`src/rtl/scan_wrap_pkg.sv`:
```
package scan_wrap_pkg;
    typedef enum logic [1:0] {
        SQ_IDLE,
        SQ_SHIFT,
        SQ_CAPTURE,
        SQ_DONE
    } seq_state_e;
endpackage

```
`src/rtl/scan_cell.sv`:
```
module scan_cell (
    input  logic clk,
    input  logic arst_n,
    input  logic se,
    input  logic d,
    input  logic si,
    output logic q
);
    always_ff @(posedge clk or negedge arst_n) begin
        if (!arst_n) q <= 1'b0;
        else         q <= se ? si : d;
    end
endmodule

```
`src/rtl/scan_seq.sv`:
```
module scan_seq #(
    parameter int LEN = 4,
    parameter int PCW = 4
) (
    input  logic           clk,
    input  logic           rst_n,
    input  logic           start,
    input  logic [PCW-1:0] pat_count,
    output logic           scan_en,
    output logic           busy,
    output logic           done
);
    import scan_wrap_pkg::*;

    localparam int CW = (LEN > 2) ? $clog2(LEN) : 1;
    localparam logic [CW-1:0] LAST = CW'(LEN - 1);

    seq_state_e     state_q, state_d;
    logic [CW-1:0]  cnt_q, cnt_d;
    logic [PCW-1:0] pass_q, pass_d;
    logic [PCW-1:0] pat_q, pat_d;

    // state register
    always_ff @(posedge clk or negedge rst_n) begin
        if (!rst_n) begin
            state_q <= SQ_IDLE;
            cnt_q   <= '0;
            pass_q  <= '0;
            pat_q   <= '0;
        end else begin
            state_q <= state_d;
            cnt_q   <= cnt_d;
            pass_q  <= pass_d;
            pat_q   <= pat_d;
        end
    end

    // transitions
    always_comb begin
        state_d = state_q;
        cnt_d   = cnt_q;
        pass_d  = pass_q;
        pat_d   = pat_q;
        unique case (state_q)
            SQ_IDLE: begin
                if (start) begin
                    state_d = SQ_SHIFT;
                    cnt_d   = '0;
                    pass_d  = '0;
                    pat_d   = pat_count;
                end
            end
            SQ_SHIFT: begin
                if (cnt_q == LAST) begin
                    cnt_d = '0;
                    if (pass_q == pat_q) begin
                        state_d = SQ_DONE;
                    end else begin
                        pass_d  = pass_q + 1'b1;
                        state_d = SQ_CAPTURE;
                    end
                end else begin
                    cnt_d = cnt_q + 1'b1;
                end
            end
            SQ_CAPTURE: state_d = SQ_SHIFT;
            SQ_DONE:    state_d = SQ_IDLE;
            default:    state_d = SQ_IDLE;
        endcase
    end

    // outputs
    always_comb begin
        scan_en = 1'b0;
        busy    = 1'b1;
        done    = 1'b0;
        unique case (state_q)
            SQ_IDLE:    busy    = 1'b0;
            SQ_SHIFT:   scan_en = 1'b1;
            SQ_CAPTURE: ;
            SQ_DONE:    done    = 1'b1;
            default:    busy    = 1'b0;
        endcase
    end


    cap_single_chk: assert property (@(posedge clk) disable iff (!rst_n)
        (state_q == SQ_CAPTURE) |=> (state_q == SQ_SHIFT));

    done_pulse_chk: assert property (@(posedge clk) disable iff (!rst_n)
        (state_q == SQ_DONE) |=> (state_q == SQ_IDLE));

    pass_bound_chk: assert property (@(posedge clk) disable iff (!rst_n)
        pass_q <= pat_q);

    count_hold_chk: assert property (@(posedge clk) disable iff (!rst_n)
        (state_q != SQ_IDLE) |=> $stable(pat_q));
endmodule

```
`src/rtl/scan_wrap_top.sv`:
```
module scan_wrap_top #(
    parameter int LEN = 4,
    parameter int PCW = 4
) (
    input  logic           clk,
    input  logic           rst_n,
    input  logic           clr_n,
    input  logic [LEN-1:0] func_in,
    output logic [LEN-1:0] func_out,
    output logic [1:0]     drv_en,
    input  logic           test_start,
    input  logic [PCW-1:0] pat_count,
    input  logic           scan_in,
    output logic           scan_out,
    output logic           scan_en,
    output logic           test_busy,
    output logic           test_done
);
    logic [LEN-1:0] chain_q;
    logic [LEN-1:0] nxt_d;
    logic [LEN-1:0] ser_d;
    logic           se_w;
    logic           cell_arst_n;

    scan_seq #(.LEN(LEN), .PCW(PCW)) u_seq (
        .clk       (clk),
        .rst_n     (rst_n),
        .start     (test_start),
        .pat_count (pat_count),
        .scan_en   (se_w),
        .busy      (test_busy),
        .done      (test_done)
    );

    // clear is blocked while the chain shifts
    assign cell_arst_n = rst_n & (clr_n | se_w);

    genvar i;
    generate
        for (i = 0; i < LEN; i++) begin : g_cell
            if (i == 0) begin : g_head
                assign nxt_d[i] = chain_q[LEN-1] ^ chain_q[0] ^ func_in[0];
                assign ser_d[i] = scan_in;
            end else begin : g_body
                assign nxt_d[i] = chain_q[i-1] ^ func_in[i];
                assign ser_d[i] = chain_q[i-1];
            end
            scan_cell u_cell (
                .clk    (clk),
                .arst_n (cell_arst_n),
                .se     (se_w),
                .d      (nxt_d[i]),
                .si     (ser_d[i]),
                .q      (chain_q[i])
            );
        end
    endgenerate

    assign func_out = chain_q;
    assign scan_out = chain_q[LEN-1];
    assign scan_en  = se_w;
    assign drv_en   = se_w ? 2'b00 : {chain_q[1] & ~chain_q[0], chain_q[0]};


    drv_onehot_chk: assert property (@(posedge clk) disable iff (!rst_n)
        $onehot0(drv_en));

    drv_off_chk: assert property (@(posedge clk) disable iff (!rst_n)
        test_busy && !test_done && scan_en |-> (drv_en == 2'b00));

    shift_hold_chk: assert property (@(posedge clk) disable iff (!rst_n)
        (scan_en && !clr_n) |=> (func_out[0] == $past(scan_in)));

    shift_move_chk: assert property (@(posedge clk) disable iff (!rst_n)
        scan_en |=> (scan_out == $past(func_out[LEN-2])));
endmodule

```
`config.mk`:
```
export PLATFORM = sky130hd
export DESIGN_NAME = scan_wrap_top
export DESIGN_NICKNAME = d
export VERILOG_FILES = /design/src/rtl/scan_wrap_pkg.sv /design/src/rtl/scan_cell.sv /design/src/rtl/scan_seq.sv /design/src/rtl/scan_wrap_top.sv
export SDC_FILE = /design/constraint.sdc
export NUM_CORES = 1
export LEC_CHECK = 0
export BUFFER_PORTS_ARGS = -buffer_cell sky130_fd_sc_hd__buf_2
export CORE_AREA = 2 2 45 47
export CTS_BUF_LIST = sky130_fd_sc_hd__clkbuf_2
export CTS_CLUSTER_DIAMETER = 120
export DETAILED_ROUTE_END_ITERATION = 10
export DIE_AREA = 0 0 47 49
export PLACE_DENSITY = 0.86
export SLEW_MARGIN = 20
export SYNTH_ARGS = -nofsm -noshare
export SYNTH_HDL_FRONTEND = slang
export SYNTH_SLANG_ARGS = --single-unit
```
`constraint.sdc`:
```
create_clock -name clk -period 1.4 [get_ports clk]
set_clock_uncertainty 0.1 [all_clocks]
set_input_delay 0.07 -clock clk [delete_from_list [all_inputs] [get_ports clk]]
set_output_delay 0.07 -clock clk [all_outputs]
set_load 0.01 [all_outputs]
```
==> results by group <==
Timing
  • Crit path setup slack, layout: -0.129 ns
  • Headroom to the max-slew limit: 80.5%
  • Minimum period implied by the final worst setup slack: 1.53 ns
  • Slew Limit Fails: 0
  • Final setup vio count: 12
  • Final period utilization: 109%
  • Hold Slack: 0.0357 ns
  • Maximum clock frequency: 0.654 GHz
  • Hold Fails Final Rpt: 0
  • Slew at the pin with the worst max-slew slack: approximately 0.29 ns
  • Unrepaired setup endpoints after global routing: true

Global route
  • Met1 track utilization from global routing: between 20% and 30%
  • GR peak layer: met2
  • Number of antenna violations at the first check in global routing: 0
  • Via count of the first global-routing pass: slightly above 800
  • Gr usage total: 21.9%
  • Leftover overflow at the end of global routing: 0
  • Met3 Use GR: 4.44%
  • Pin count of the biggest net entering global routing: 14
  • Met2 Track Usage GR: approximately 39%
  • Global-route wire length before repair: 3570 um

Synth
  • Top cells by instance count after synthesis: sky130_fd_sc_hd__dfrtp_1 (16), sky130_fd_sc_hd__nand2_1 (7), sky130_fd_sc_hd__xnor2_1 (7)
  • Yosys synthesis warning count: 0
  • Share of synthesized flip-flops with an asynchronous set or reset: 100%
  • Syn avg cell area: 11.3 um^2
  • Net count of the mapped netlist: 92
  • Most numerous cell in the Yosys netlist: sky130_fd_sc_hd__dfrtp_1
  • Most instantiated flip-flop cell in the synthesis netlist: sky130_fd_sc_hd__dfrtp_1
  • Portion of the post-synthesis area used by sequential elements: 46.0%
  • Cell types with the largest area share after synthesis: sky130_fd_sc_hd__dfrtp_1 (46%), sky130_fd_sc_hd__xnor2_1 (7.1%), sky130_fd_sc_hd__mux2_2 (5.2%)
  • Share of Yosys cell area claimed by the top area cell type: 46.0%
  • Synth cell types: 31
  • Synth Cell Area: between 800 and 900 um^2
  • Synthesized instance count: a little under 80
  • Post-synth EDFFs: 0
  • Number of flip-flops and latches in the synthesized netlist: 16
  • Cell taking the most area after synthesis: sky130_fd_sc_hd__dfrtp_1

Pwr
  • Static leakage: 0.670 nW
  • Fraction of power consumed by the clock network: under 10%
  • Worst vdd ir: around 1600 uV
  • Net Sw Frac: 40.8%
  • PD cells: 2540 nW/um^2
  • Sw power: ~1.5 mW
  • Sequential Power Share: 25.7%
  • Portion of total power attributed to combinational logic: 68.2%
  • Power Internal: roughly 2.2 mW

Setup path
  • Startpoint Class: flip-flop
  • Highest cell delay on the worst timing path: ~0.43 ns
  • Worst reg2reg path endpoint: u_seq.pass_q[0]$_DFFE_PN0P_
  • Critical path class: flip-flop to primary output
  • CP Data Required Time: roughly 1.2 ns
  • Crit Path Max Fanout: 4
  • Largest delay contributor family on the critical path: flip-flops
  • CP Data Arrival Time: 1.36 ns
  • Source of the worst register-to-register timing path: u_seq.pat_q[1]$_DFFE_PN0P_
  • Reg-to-reg slack, setup: -0.12 ns
  • Master of the slowest instance on the critical path: sky130_fd_sc_hd__dfrtp_1
  • Count of buffering cells on the critical path with inverters included: 3
  • Cell Chain, Critical Path: nand2b_4 -> clkinv_4 -> buf_6 -> nor3b_2 -> buf_2
  • Worst Reg-to-Reg Cells: 4
  • Worst setup EP type: primary output

CTS
  • Clock tree from TritonCTS: done
  • Reg clk slew, reported paths: 0.16 ns
  • Clock root buffer: sky130_fd_sc_hd__clkbuf_2
  • TritonCTS Buffers: 3
  • Insertion delay to the later sink of the worst-skew pair: 0.31 ns
  • Sinks on Clock Net: 16
  • Level count of the clock H-tree: 1
  • Maximum clock insertion buffer count: 2

Detailed routing
  • Detail-routed via count per cell: 4.80
  • Number of DRC violations after detailed routing: 0
  • DRT Pass-1 Iters: 4
  • Routed vias: 759
  • Violation count after the first detailed-route iteration: 8
  • Routed WL: 2210 um
  • Average wire length per cell after detail routing: roughly 14 um
  • Routed Antenna Nets: 0

Run status
  • Violations in the final reports: negative setup slack
  • Run status: complete, but fails checks

Die
  • Core Region: 1840 um^2
  • DIE WIDTH: between 40 and 50 um
  • Die Area: 2300 um^2
  • Num ports: 23
  • Initial Utilization: 47.2%
  • Chip height: 49 um
  • # rows: 16

Placement
  • Port Buf Inserts: 22
  • Final HPWL DP: 1430 um
  • Gp weighted congestion: 0.778

Cells and area
  • Utilization of the core after routing: about four fifths
  • Synth-to-Final Area Change: 66.2%
  • Diodes inserted: 0
  • Proportion of layout cells with a drive suffix above 1: 58.8%
  • Total Nets Final: 147

Worst hold path
  • Class of the worst hold path: input port to async pin

Run
  • Max cap viols: 0
## metrics by stage
stage                     worst slack [ns]  std cells  cell area [um^2]  total power, mW  setup TNS [ns]
after floorplan                    -0.0773         77               903             2.13          -0.378
after global placement             -0.0743        134              1110             2.63          -0.409
after detailed placement            -0.124        134              1110             2.73          -0.837
after CTS                           -0.151        153              1350             3.36          -0.776
after global routing                -0.186        158              1450             3.92           -1.24
final                               -0.129        158              1450             3.67          -0.623
## per-layer routing
metal / up-vias / wire, um
met5: - / 0
met4: 0 / 32
met3: 3 / 77
met2: 26 / 1250
met1: 359 / 852
li1: 371 / -
## power groups by stage
stage	logic, mW	clock network, mW	registers [mW]
after floorplan	1.21	0	0.917
after global placement	1.72	0	0.912
after detailed placement	1.80	0	0.926
after CTS	2.19	0.221	0.945
after global routing	2.70	0.245	0.972
final	2.50	0.221	0.944
## registers in the layout (all words and copies together) (netlist names)
name             count
u_seq.cnt_q          2
u_seq.pass_q         4
u_seq.state_q        2
u_seq.pat_q          4
g_cell.u_cell.q      4
## cells by family after synthesis
group	Yosys count	share of synthesized area [%]
and+or+nand+nor	22	15.4
xor gates and xnor gates	9	9.07
buffers and inverters	8	5.90
DFF	16	46.0
muxes	7	9.21
AOI/OAI and AO/OA	13	11.5
adders and majority gates	2	2.88
## what timing repair did
item / 4_1_cts / 5_1_grt
resized for setup: 18 / 13
endpoints found under the setup margin: 13 / 14
hold buffers: 11 / 0
endpoints found under the hold margin: 25 / 0
pin swaps: 8 / 6
buffers inserted: 4 / 6
## cells in the final DEF (no fill, tap or decap), types with 2 or more instances in the layout
master	instances
sky130_fd_sc_hd__o21a_1	2
sky130_fd_sc_hd__nand2_1	7
sky130_fd_sc_hd__dlygate4sd3_1	11
sky130_fd_sc_hd__o31ai_4	2
sky130_fd_sc_hd__nor2_1	3
sky130_fd_sc_hd__dfrtp_2	2
sky130_fd_sc_hd__buf_4	17
sky130_fd_sc_hd__dfrtp_1	14
sky130_fd_sc_hd__nor2_2	2
sky130_fd_sc_hd__xnor2_1	4
sky130_fd_sc_hd__buf_6	8
sky130_fd_sc_hd__xnor2_2	3
sky130_fd_sc_hd__inv_1	2
sky130_fd_sc_hd__buf_2	19
sky130_fd_sc_hd__mux2_4	5
sky130_fd_sc_hd__and2_4	3
sky130_fd_sc_hd__clkbuf_2	3
## worst max path at each step
| stage | from | to | slack [ns] | cells after the start |
|---|---|---|---|---|
| floorplan | u_seq.state_q[1]$_DFFE_PN0P_ | u_seq.pass_q[0]$_DFFE_PN0P_ | -0.08 | 5 |
| global placement | u_seq.pass_q[3]$_DFFE_PN0P_ | u_seq.pass_q[0]$_DFFE_PN0P_ | -0.07 | 4 |
| detailed placement | u_seq.pass_q[3]$_DFFE_PN0P_ | u_seq.pass_q[0]$_DFFE_PN0P_ | -0.12 | 4 |
| CTS | u_seq.state_q[1]$_DFFE_PN0P_ | drv_en[1] | -0.15 | 5 |
| global route | u_seq.pat_q[1]$_DFFE_PN0P_ | u_seq.pass_q[0]$_DFFE_PN0P_ | -0.19 | 4 |
| finish | u_seq.state_q[1]$_DFFE_PN0P_ | drv_en[1] | -0.13 | 5 |
## layout make-up
cell class,instances,area [um^2]
tap,27,33.8
clock inverter,1,3.75
inverter,3,16.3
sequential,16,403
timing repair buffer,55,423
fill,127,397
clock buffer,3,15.0
multi-input combinational,53,551
Note: power is estimated with default switching activity, not from simulation.
